[src/rtl/pf_pkg.sv]
// pf_pkg: shared register indices, field widths and the configuration
// record of the NAND prefetch/write-post engine.
package pf_pkg;
    localparam int LEN_W = 14;   // length / remaining field width
    localparam int THR_W = 7;    // threshold and level field width
    localparam int CS_W  = 3;    // stored chip-select field width

    localparam logic [2:0] A_CFG  = 3'd0;
    localparam logic [2:0] A_LEN  = 3'd1;
    localparam logic [2:0] A_CTRL = 3'd2;
    localparam logic [2:0] A_STAT = 3'd3;
    localparam logic [2:0] A_WIN  = 3'd4;

    typedef struct packed {
        logic [CS_W-1:0]  cs;
        logic [THR_W-1:0] thr;
        logic             en;
        logic             dma;
        logic             dir;   // 1 = write-post, 0 = read-prefetch
    } pf_cfg_t;
endpackage

[src/rtl/pf_regs.sv]
// pf_regs: configuration, length and control registers.
// Assumes: one host write per cycle; start is a one-cycle pulse in the
// cycle a 1 is written to control bit 0.
module pf_regs
    import pf_pkg::*;
#(
    parameter int THR_RST = 64
) (
    input  logic             clk,
    input  logic             rst_n,
    input  logic             host_wr,
    input  logic [2:0]       host_addr,
    input  logic [31:0]      host_wdata,
    output pf_cfg_t          cfg,
    output logic [LEN_W-1:0] len,
    output logic             go,
    output logic             start
);
    logic unused_wbits;
    assign unused_wbits = ^{host_wdata[31:27], host_wdata[23:15]};

    assign start = host_wr && (host_addr == A_CTRL) && host_wdata[0];

    // Register updates from host writes
    always_ff @(posedge clk) begin
        if (!rst_n) begin
            cfg <= '{cs: '0, thr: THR_W'(THR_RST), en: 1'b0, dma: 1'b0, dir: 1'b0};
            len <= '0;
            go  <= 1'b0;
        end else if (host_wr) begin
            case (host_addr)
                A_CFG: cfg <= '{cs:  host_wdata[26:24],
                                thr: host_wdata[14:8],
                                en:  host_wdata[7],
                                dma: host_wdata[2],
                                dir: host_wdata[0]};
                A_LEN:  len <= host_wdata[LEN_W-1:0];
                A_CTRL: go  <= host_wdata[0];
                default: ;
            endcase
        end
    end
endmodule

[src/rtl/pf_fifo.sv]
// pf_fifo: word FIFO with synchronous flush, simultaneous push and pop.
// Assumes: DEPTH is a power of two; callers never push when full nor
// pop when empty. The head word is visible combinationally on dout.
module pf_fifo #(
    parameter int DEPTH = 32,
    parameter int W     = 16,
    localparam int AW   = $clog2(DEPTH),
    localparam int CW   = AW + 1
) (
    input  logic          clk,
    input  logic          rst_n,
    input  logic          flush,
    input  logic          push,
    input  logic          pop,
    input  logic [W-1:0]  din,
    output logic [W-1:0]  dout,
    output logic [CW-1:0] cnt
);
    logic [W-1:0]  mem [DEPTH];
    logic [AW-1:0] wp, rp;

    assign dout = mem[rp];

    // Pointer and occupancy tracking
    always_ff @(posedge clk) begin
        if (!rst_n || flush) begin
            wp  <= '0;
            rp  <= '0;
            cnt <= '0;
        end else begin
            if (push) wp <= wp + 1'b1;
            if (pop)  rp <= rp + 1'b1;
            cnt <= cnt + CW'(push) - CW'(pop);
        end
    end

    // Storage write
    always_ff @(posedge clk) begin
        if (push && !flush) mem[wp] <= din;
    end
endmodule

[src/rtl/pf_seq.sv]
// pf_seq: transfer sequencer. Tracks the remaining byte count and the
// bytes left to fetch (prefetch) or accept (write-post), decides FIFO
// pushes and pops, and runs the single-outstanding device handshake.
// Assumes: start is not issued while a device access is outstanding.
module pf_seq
    import pf_pkg::*;
#(
    parameter int W = 16
) (
    input  logic             clk,
    input  logic             rst_n,
    input  logic             running,
    input  logic             dir,
    input  logic             start,
    input  logic [LEN_W-1:0] len,
    input  logic             win_rd,
    input  logic             win_wr,
    input  logic [W-1:0]     host_word,
    input  logic             fifo_empty,
    input  logic             fifo_full,
    input  logic [W-1:0]     fifo_head,
    output logic             fifo_push,
    output logic             fifo_pop,
    output logic [W-1:0]     fifo_din,
    output logic [LEN_W-1:0] remain,
    output logic             dev_req,
    output logic             dev_we,
    output logic [W-1:0]     dev_wdata,
    input  logic [W-1:0]     dev_rdata,
    input  logic             dev_ack
);
    localparam logic [LEN_W-1:0] STEP = LEN_W'(2);

    logic [LEN_W-1:0] left;
    logic host_pop, host_push, issue_rd, issue_wr, done, dev_rd_done, dev_wr_done;

    assign host_pop    = win_rd && !dir && !fifo_empty;
    assign host_push   = win_wr && dir && running && !fifo_full && (left != '0);
    assign issue_rd    = running && !dir && !dev_req && (left != '0) && !fifo_full;
    assign issue_wr    = running && dir && !dev_req && !fifo_empty;
    assign done        = dev_req && dev_ack;
    assign dev_rd_done = done && !dev_we;
    assign dev_wr_done = done && dev_we;

    assign fifo_push = host_push || dev_rd_done;
    assign fifo_pop  = host_pop || issue_wr;
    assign fifo_din  = host_push ? host_word : dev_rdata;

    // Byte counters: loaded on start, stepped by two per word moved
    always_ff @(posedge clk) begin
        if (!rst_n) begin
            remain <= '0;
            left   <= '0;
        end else if (start) begin
            remain <= {len[LEN_W-1:1], 1'b0};
            left   <= {len[LEN_W-1:1], 1'b0};
        end else begin
            if (host_pop || dev_wr_done) remain <= remain - STEP;
            if (host_push || dev_rd_done) left  <= left - STEP;
        end
    end

    // Device handshake: one access outstanding, held until acknowledged
    always_ff @(posedge clk) begin
        if (!rst_n) begin
            dev_req   <= 1'b0;
            dev_we    <= 1'b0;
            dev_wdata <= '0;
        end else if (issue_rd || issue_wr) begin
            dev_req   <= 1'b1;
            dev_we    <= issue_wr;
            dev_wdata <= fifo_head;
        end else if (done) begin
            dev_req   <= 1'b0;
        end
    end
endmodule

[src/rtl/nand_pf_engine.sv]
// nand_pf_engine: byte-count-driven FIFO engine between a host register
// port and a 16-bit NAND data bus, with read-prefetch and write-post
// directions, a status word and a threshold-paced DMA request.
// Assumes: FIFO_BYTES is a power of two between 4 and 64.
module nand_pf_engine
    import pf_pkg::*;
#(
    parameter int FIFO_BYTES = 64
) (
    input  logic        clk,
    input  logic        rst_n,
    input  logic        host_wr,
    input  logic        host_rd,
    input  logic [2:0]  host_addr,
    input  logic [31:0] host_wdata,
    output logic [31:0] host_rdata,
    output logic        dev_req,
    output logic        dev_we,
    output logic [15:0] dev_wdata,
    input  logic [15:0] dev_rdata,
    input  logic        dev_ack,
    output logic        dma_req
);
    localparam int DEPTH = FIFO_BYTES / 2;
    localparam int CW    = $clog2(DEPTH) + 1;

    pf_cfg_t          cfg;
    logic [LEN_W-1:0] len, remain;
    logic             go, start, running;
    logic [CW-1:0]    fifo_cnt;
    logic [15:0]      fifo_head, fifo_din;
    logic             fifo_push, fifo_pop, fifo_empty, fifo_full;
    logic [THR_W-1:0] fill_b, free_b, level;
    logic             win_rd, win_wr;

    assign running    = go && cfg.en;
    assign fifo_empty = (fifo_cnt == '0);
    assign fifo_full  = (fifo_cnt == CW'(DEPTH));
    assign fill_b     = THR_W'({fifo_cnt, 1'b0});
    assign free_b     = THR_W'(FIFO_BYTES) - fill_b;
    assign level      = cfg.dir ? free_b : fill_b;
    assign win_rd     = host_rd && (host_addr == A_WIN);
    assign win_wr     = host_wr && (host_addr == A_WIN);
    assign dma_req    = running && cfg.dma && (level >= cfg.thr);

    pf_regs #(.THR_RST(FIFO_BYTES)) u_regs (
        .clk, .rst_n, .host_wr, .host_addr, .host_wdata,
        .cfg, .len, .go, .start
    );

    pf_fifo #(.DEPTH(DEPTH), .W(16)) u_fifo (
        .clk, .rst_n, .flush(start), .push(fifo_push), .pop(fifo_pop),
        .din(fifo_din), .dout(fifo_head), .cnt(fifo_cnt)
    );

    pf_seq #(.W(16)) u_seq (
        .clk, .rst_n, .running, .dir(cfg.dir), .start, .len,
        .win_rd, .win_wr, .host_word(host_wdata[15:0]),
        .fifo_empty, .fifo_full, .fifo_head,
        .fifo_push, .fifo_pop, .fifo_din, .remain,
        .dev_req, .dev_we, .dev_wdata, .dev_rdata, .dev_ack
    );

    // Host read-data selection
    always_comb begin
        host_rdata = '0;
        case (host_addr)
            A_CFG: begin
                host_rdata[0]     = cfg.dir;
                host_rdata[2]     = cfg.dma;
                host_rdata[7]     = cfg.en;
                host_rdata[14:8]  = cfg.thr;
                host_rdata[26:24] = cfg.cs;
            end
            A_LEN:  host_rdata[LEN_W-1:0] = len;
            A_CTRL: host_rdata[0] = go;
            A_STAT: begin
                host_rdata[LEN_W-1:0] = remain;
                host_rdata[30:24]     = level;
            end
            A_WIN:  if (!cfg.dir && !fifo_empty) host_rdata[15:0] = fifo_head;
            default: ;
        endcase
    end
endmodule

[config.mk]
export PLATFORM = sky130hd
export DESIGN_NAME = nand_pf_engine
export DESIGN_NICKNAME = d
export VERILOG_FILES = /design/src/rtl/pf_pkg.sv /design/src/rtl/pf_regs.sv /design/src/rtl/pf_fifo.sv /design/src/rtl/pf_seq.sv /design/src/rtl/nand_pf_engine.sv
export SDC_FILE = /design/constraint.sdc
export NUM_CORES = 1
export LEC_CHECK = 0
export ABC_AREA = 1
export CAP_MARGIN = 20
export CORE_UTILIZATION = 39
export CTS_BUF_LIST = sky130_fd_sc_hd__clkbuf_4 sky130_fd_sc_hd__clkbuf_8
export CTS_CLUSTER_SIZE = 16
export DETAILED_ROUTE_END_ITERATION = 6
export PLACE_DENSITY = 0.64
export SYNTH_ARGS = -nofsm -noshare
export SYNTH_HDL_FRONTEND = slang
export SYNTH_HIERARCHICAL = 1
export SYNTH_SLANG_ARGS = --single-unit
[constraint.sdc]
create_clock -name clk -period 7.12 [get_ports clk]
set_clock_uncertainty 0.05 [all_clocks]
set_input_delay 1.424 -clock clk [delete_from_list [all_inputs] [get_ports clk]]
set_output_delay 1.424 -clock clk [all_outputs]
set_load 0.02 [all_outputs]
==> impl_metrics.csv, run 1 <==
group,metric,value,unit
clocking,cts_sinks,605,
logic_synthesis,ys_async_sr_fraction,0,%
route,drc,0,
worst_hold_path,min_path_type,"flop to flop",
timing,fin_hold_ws,0.426,ns
clocking,cts_resized,0,
timing,post-route-period-util,83.3,%
worst_hold_path,worstHoldEndpoint,"u_regs/cfg[10]",
route,routedWlPerCell,18.7,µm
power_and_ir_drop,irDropWorstVdd,0.122,mV
floorplan,dieWidth,264,µm
clocking,insertion_delay,0.71,ns
global_route,gr-total-overflow,0,
global_route,grt_max_degree,117,
setup_path,reg2reg_depth,11,
logic_synthesis,synth_ff_type,"edfxtp_1",
timing,finalSetupViolCount,0,
route,first_iter_violations,1804,
timing,drv_slew,0,
place,routabilityCongestion,0.937,
setup_path,endpoint_kind,"output pin",
place,dp.cells,3528,
logic_synthesis,ys_types,46,
place,place_area,28200,µm²
route,vias,19300,
timing,rsz0062_at_grt,"no",
logic_synthesis,yosys.area_share.simple,25.9,%
logic_synthesis,synth_top_cell_by_area,"edfxtp_1",
floorplan,rows,95,
logic_synthesis,syn_avg_cell_area,10.1,µm²
timing,relSlewSlack,28.2,%
run,cap_viol_max_count,0,
setup_path,arrival,4.46,ns
logic_synthesis,synthMuxAreaShare,0.671,%
clocking,cts.clk_slew.worst_paths,0.07,ns
timing,tns,0,ns
logic_synthesis,ys_ff_latch,605,
logic_synthesis,synth_adder_area_share,1.05,%
final_layout,fin_area,30100,µm²
setup_path,worstPathMaxFanout,116,
floorplan,fp.dieH,264,µm
logic_synthesis,synth_top_family_by_area,"simple AND/OR/NAND/NOR gates",
logic_synthesis,yosysWarnings,6,
logic_synthesis,synthXorXnorAreaFrac,0.326,%
worst_hold_path,min_from,"u_regs/cfg[10]",
final_layout,nets,2833,
setup_path,critPathKind,"flop to output pin",
place,io_buffers,84,
power_and_ir_drop,power.density,251,nW/µm²
timing,tightest_slew,1.08,ns
timing,hold_viol_final,0,
logic_synthesis,synth-edff-count,512,
floorplan,io_pins,107,
setup_path,crit_path_start_kind,"flop",
floorplan,core,67600,µm²
worst_hold_path,min_path_cells,2,
logic_synthesis,synth_compound_area_share,2.14,%
logic_synthesis,synth-seq-area-share,64.2,%
route,wirelength,69.4,mm
global_route,grt_use_total,19.8,%
global_route,grt_pass1_vias,18400,
clocking,cts_buffers,98,
final_layout,mostFrequentLayoutCells,"nand2_1, edfxtp_1, nand3_1, nor2_1, inv_1",
clocking,holdBufCountCts,0,
logic_synthesis,synthCells,2665,
setup_path,ff2ff_setup_slack,3.19,ns
logic_synthesis,synth.area.top_cells,"edfxtp_1, nand2_1, nand3_1",
clocking,cts_root_buffer,"clkbuf_8",
final_layout,drive_gt1_share,9.28,%
clocking,cts_buffer_depth,3,
logic_synthesis,syn_area,26800,µm²
route,ant_nets,0,
clocking,post_cts_buffers,0,
power_and_ir_drop,total_power,7.57,mW
setup_path,required,5.65,ns
global_route,grt_pass1_wl,106,mm
route,vias_per_cell,5.19,
final_layout,fillers,6224,
place,dp_hpwl,40.9,mm
setup_path,r2r-start,"u_fifo/cnt[0]",
clocking,htree_levels,3,
global_route,antenna_found_initial,3,
setup_path,r2r-end,"u_fifo/mem[24][5]",
final_layout,multi_input_area,8130,µm²
floorplan,design.die.area,69900,µm²
timing,period_needed,5.93,ns
final_layout,layout_commonest_cell,"nand2_1",
final_layout,register_area,17200,µm²
timing,timing.fmax,0.169,GHz
logic_synthesis,yosysTopAreaCellShare,57.3,%
floorplan,initial_utilization,39.7,%
power_and_ir_drop,leakage,11.5,nW
final_layout,post_layout_nonfiller_instances,3711,
outcome,status,"completed",
clocking,cts_tree,"yes",
final_layout,syn_to_final_growth,12.3,%
route,firstDrtPassIters,5,
-- logic make-up (layout without fill, tap and decap cells) --
group                      after synthesis  count (layout)
and+or+nand+nor                       1626            1626
DFF                                    605             605
buffers and inverters                  274             435
AOI/OAI and AO/OA                      110             110
adders and majority gates               22              22
muxes                                   16              16
xor gates and xnor gates                10              10
other                                    2              14
-- routing by layer --
layer | GRT usage, % | up-vias | share of wire (%)
met5 | 0 | - | 0
met4 | 7.26 | 0 | 2.9
met3 | 3.22 | 116 | 7.0
met2 | 32.5 | 690 | 48
met1 | 26.3 | 9287 | 42
li1 | - | 9185 | -
-- synth_stat cells, types with 2 or more instances --
library cell,number
a21oi_1,50
a31oi_1,13
buf_1,6
buf_2,45
buf_4,37
buf_6,30
buf_8,3
clkbuf_1,26
conb_1,2
dfxtp_1,93
edfxtp_1,512
ha_1,21
inv_1,116
inv_2,5
mux2_2,16
nand2_1,927
nand2_2,6
nand2_4,4
nand3_1,448
nand3_2,6
nand3b_1,18
nand4_1,10
nor2_1,182
nor2_2,5
nor2_8,4
nor3_1,10
o21ai_0,38
o21ai_1,6
xnor2_1,2
xor2_1,8
-- how the worst max path moves through the flow --
| stage | end | cells past startpoint | start | slack (ns) |
|---|---|---|---|---|
| 6_report | host_rdata[14] | 14 | flop | 1.19 |
| 5_1_grt | host_rdata[11] | 13 | flop | 0.96 |
| 4_1_cts | host_rdata[11] | 13 | flop | 1.25 |
| 3_5_place_dp | host_rdata[4] | 7 | host_addr[2] | 1.51 |
| 3_3_place_gp | host_rdata[4] | 7 | host_addr[2] | 1.54 |
| 2_1_floorplan | u_fifo/mem[0][0] | 12 | host_addr[0] | 3.18 |
-- final cells by class --
cell class / instances / share of cell area [%]
diodes: 4 / 0.0332
clock buffers: 135 / 5.48
multi-input cells: 1794 / 27.0
well taps: 873 / 3.62
flip-flops and latches: 605 / 57.2
repair buffers: 132 / 4.05
clock inverters: 44 / 1.05
inverters: 124 / 1.59
-- report_power, final --
part / switching [mW] / total, mW / leakage [nW] / internal [mW]
sequential: 0.0343 / 3.89 / 5.35 / 3.86
clock: 1.35 / 3.00 / 1.04 / 1.65
combinational: 0.472 / 0.674 / 5.08 / 0.201
total: 1.86 / 7.57 / 11.5 / 5.71
-- state kept, by name, indices dropped and copies added (netlist names), named ones only --
name / count
u_regs/cfg: 13
u_regs/go: 1
u_fifo/mem: 512
u_seq/dev_req: 1
u_seq/dev_we: 1
u_regs/len: 14
u_fifo/cnt: 6
u_seq/remain: 13
u_fifo/rp: 5
u_seq/dev_wdata: 16
u_fifo/wp: 5
u_seq/left: 13
-- per-stage QoR --
step,util [%],worst slack [ns]
after CTS,44.6,1.25
after global routing,44.6,0.958
after global placement,41.6,1.54
after detailed placement,41.6,1.51
final,44.6,1.19
after floorplan,-,3.18
-- worst max-delay path: stages (launching register included) --
cell,delay (ns)
dfxtp_4,0.55
inv_6,0.74
buf_12,0.37
nand2_1,0.09
nand3_1,0.09
nand3_1,0.09
nand2_1,0.17
nand2_1,0.07
nand2_1,0.13
nand2_1,0.08
nand2_1,0.17
nand2_1,0.07
nand3b_1,0.18
nand2_1,0.10
clkdlybuf4s50_1,0.61
Note: power is estimated with default switching activity, not from simulation.
==> inputs of run 2 (changes only) <==
Clock period 7.12 ns to 5.6 ns, I/O delays scaled along.
==> run 2 against run 1 <==
Clock power rose by 31%. Largest power group unchanged. Global-route usage rose by 0.46 points. Sequential cell count did not move.
==> impl_metrics.csv, run 2 (synthesis gave the netlist of run 1 again) <==
group,metric,value,unit
timing,rsz0062_at_grt,"no",
floorplan,initial_utilization,39.7,%
place,dp_hpwl,42.9,mm
final_layout,largest_reg_flops,512,
floorplan,dieWidth,264,µm
outcome,status,"completed",
clocking,cts_tree,"yes",
final_layout,top_regs,"u_fifo/mem (512), u_seq/dev_wdata (16), u_regs/len (14)",
clocking,cts_root_buffer,"clkbuf_8",
final_layout,drive_gt1_share,9.35,%
timing,relSlewSlack,30.1,%
global_route,grt_pass1_wl,109,mm
clocking,htree_levels,3,
route,drc,0,
worst_hold_path,min_path_type,"flop to flop",
final_layout,nets,2843,
timing,tightest_slew,1.05,ns
route,vias_per_cell,5.24,
route,ant_nets,0,
timing,fin_hold_ws,0.417,ns
clocking,holdBufCountCts,0,
place,io_buffers,84,
timing,timing.fmax,0.189,GHz
final_layout,register_area,17200,µm²
setup_path,worstPathMaxFanout,64,
power_and_ir_drop,power.density,322,nW/µm²
clocking,cts.clk_slew.worst_paths,0.06,ns
setup_path,required,4.43,ns
global_route,grt_pass1_vias,18900,
power_and_ir_drop,leakage,11.6,nW
setup_path,critPathKind,"flop to output pin",
timing,period_needed,5.29,ns
clocking,cts_resized,0,
route,first_iter_violations,1766,
final_layout,multi_input_area,8130,µm²
route,routedWlPerCell,19.1,µm
clocking,cts_sinks,605,
clocking,cts_buffer_depth,3,
place,routabilityCongestion,0.896,
run,cap_viol_max_count,0,
route,vias,19500,
setup_path,arrival,4.12,ns
timing,post-route-period-util,94.5,%
clocking,insertion_delay,0.70,ns
clocking,post_cts_buffers,0,
final_layout,regMostFlops,"u_fifo/mem",
setup_path,crit_path_start_kind,"flop",
power_and_ir_drop,irDropWorstVdd,0.161,mV
floorplan,io_pins,107,
floorplan,fp.dieH,264,µm
final_layout,layout_commonest_cell,"nand2_1",
global_route,antenna_found_initial,4,
final_layout,syn_to_final_growth,12.9,%
floorplan,rows,95,
timing,hold_viol_final,0,
floorplan,core,67600,µm²
route,firstDrtPassIters,6,
global_route,gr-total-overflow,0,
setup_path,ff2ff_setup_slack,2.04,ns
timing,finalSetupViolCount,0,
clocking,cts_buffers,99,
global_route,grt_use_total,20.2,%
setup_path,endpoint_kind,"output pin",
timing,drv_slew,0,
route,wirelength,71.1,mm
timing,tns,0,ns
final_layout,fillers,6228,
final_layout,mostFrequentLayoutCells,"nand2_1, edfxtp_1, nand3_1, nor2_1, inv_1",
floorplan,design.die.area,69900,µm²
global_route,grt_max_degree,83,
run 2: changes by cell type in the layout (fill, tap and decap cells not counted), moves of 2 or more:
cell and delta:
clkinv_2 -9, clkbuf_8 +7, buf_4 +6, clkinv_1 +6
clkbuf_4 -4, buf_12 +3, clkinvlp_4 -2, diode_2 -2
inv_6 +2
run 2: final cells by class:
cell class,count,area share [%]
antenna,2,0.0165
clock buffer,138,5.67
clock inverter,42,1.04
inverter,124,1.57
multi-input combinational,1794,26.8
sequential,605,56.9
tap,873,3.60
timing repair buffer,141,4.38
run 2: worst max-delay path, cell delays in order, from the launching register on:
cell	delay, ns
dfxtp_4	0.84
buf_4	0.70
nand2_1	0.11
nand3_1	0.12
nand3_1	0.13
nand2_1	0.13
nand2_1	0.05
nand2_1	0.21
nand2_1	0.08
nand2_1	0.14
nand3_2	0.08
nand2_1	0.16
clkdlybuf4s50_1	0.62
run 2: final timing paths:
kind / end / depth (start not counted) / startpoint
setup / recovery: host_rdata[1] / 12 / flop
hold / removal: u_regs/cfg[8] / 2 / u_regs/cfg[8]
setup reg to reg: u_fifo/cnt[4] / 19 / u_fifo/cnt[0]
hold reg to reg: u_regs/cfg[8] / 2 / u_regs/cfg[8]
run 2: stage by stage:
stage	power (mW)	cells	worst slack, ns	cell area (µm²)	util [%]
finish	9.76	3719	0.308	30300	44.8
global route	10.1	3719	0.0313	30300	44.8
CTS	9.82	3717	0.286	30300	44.8
detailed placement	5.90	3537	0.754	28300	41.8
global placement	5.88	3537	0.774	28300	41.8
floorplan	5.65	2673	1.96	26900	-
run 2: where the power goes:
| group | leakage (nW) | internal [mW] | switching (mW) | total [mW] |
|---|---|---|---|---|
| clock network | 1.06 | 2.21 | 1.73 | 3.94 |
| registers | 5.35 | 4.91 | 0.0416 | 4.95 |
| logic | 5.14 | 0.259 | 0.613 | 0.872 |
| total | 11.6 | 7.37 | 2.39 | 9.76 |
run 2: metal layers:
metal	routed length, µm	share of wire [%]	track usage (%)
met1	30100	42	26.6
met4	2540	3.6	8.67
met3	4420	6.2	3.16
met5	0	0	0
met2	34100	48	33.2
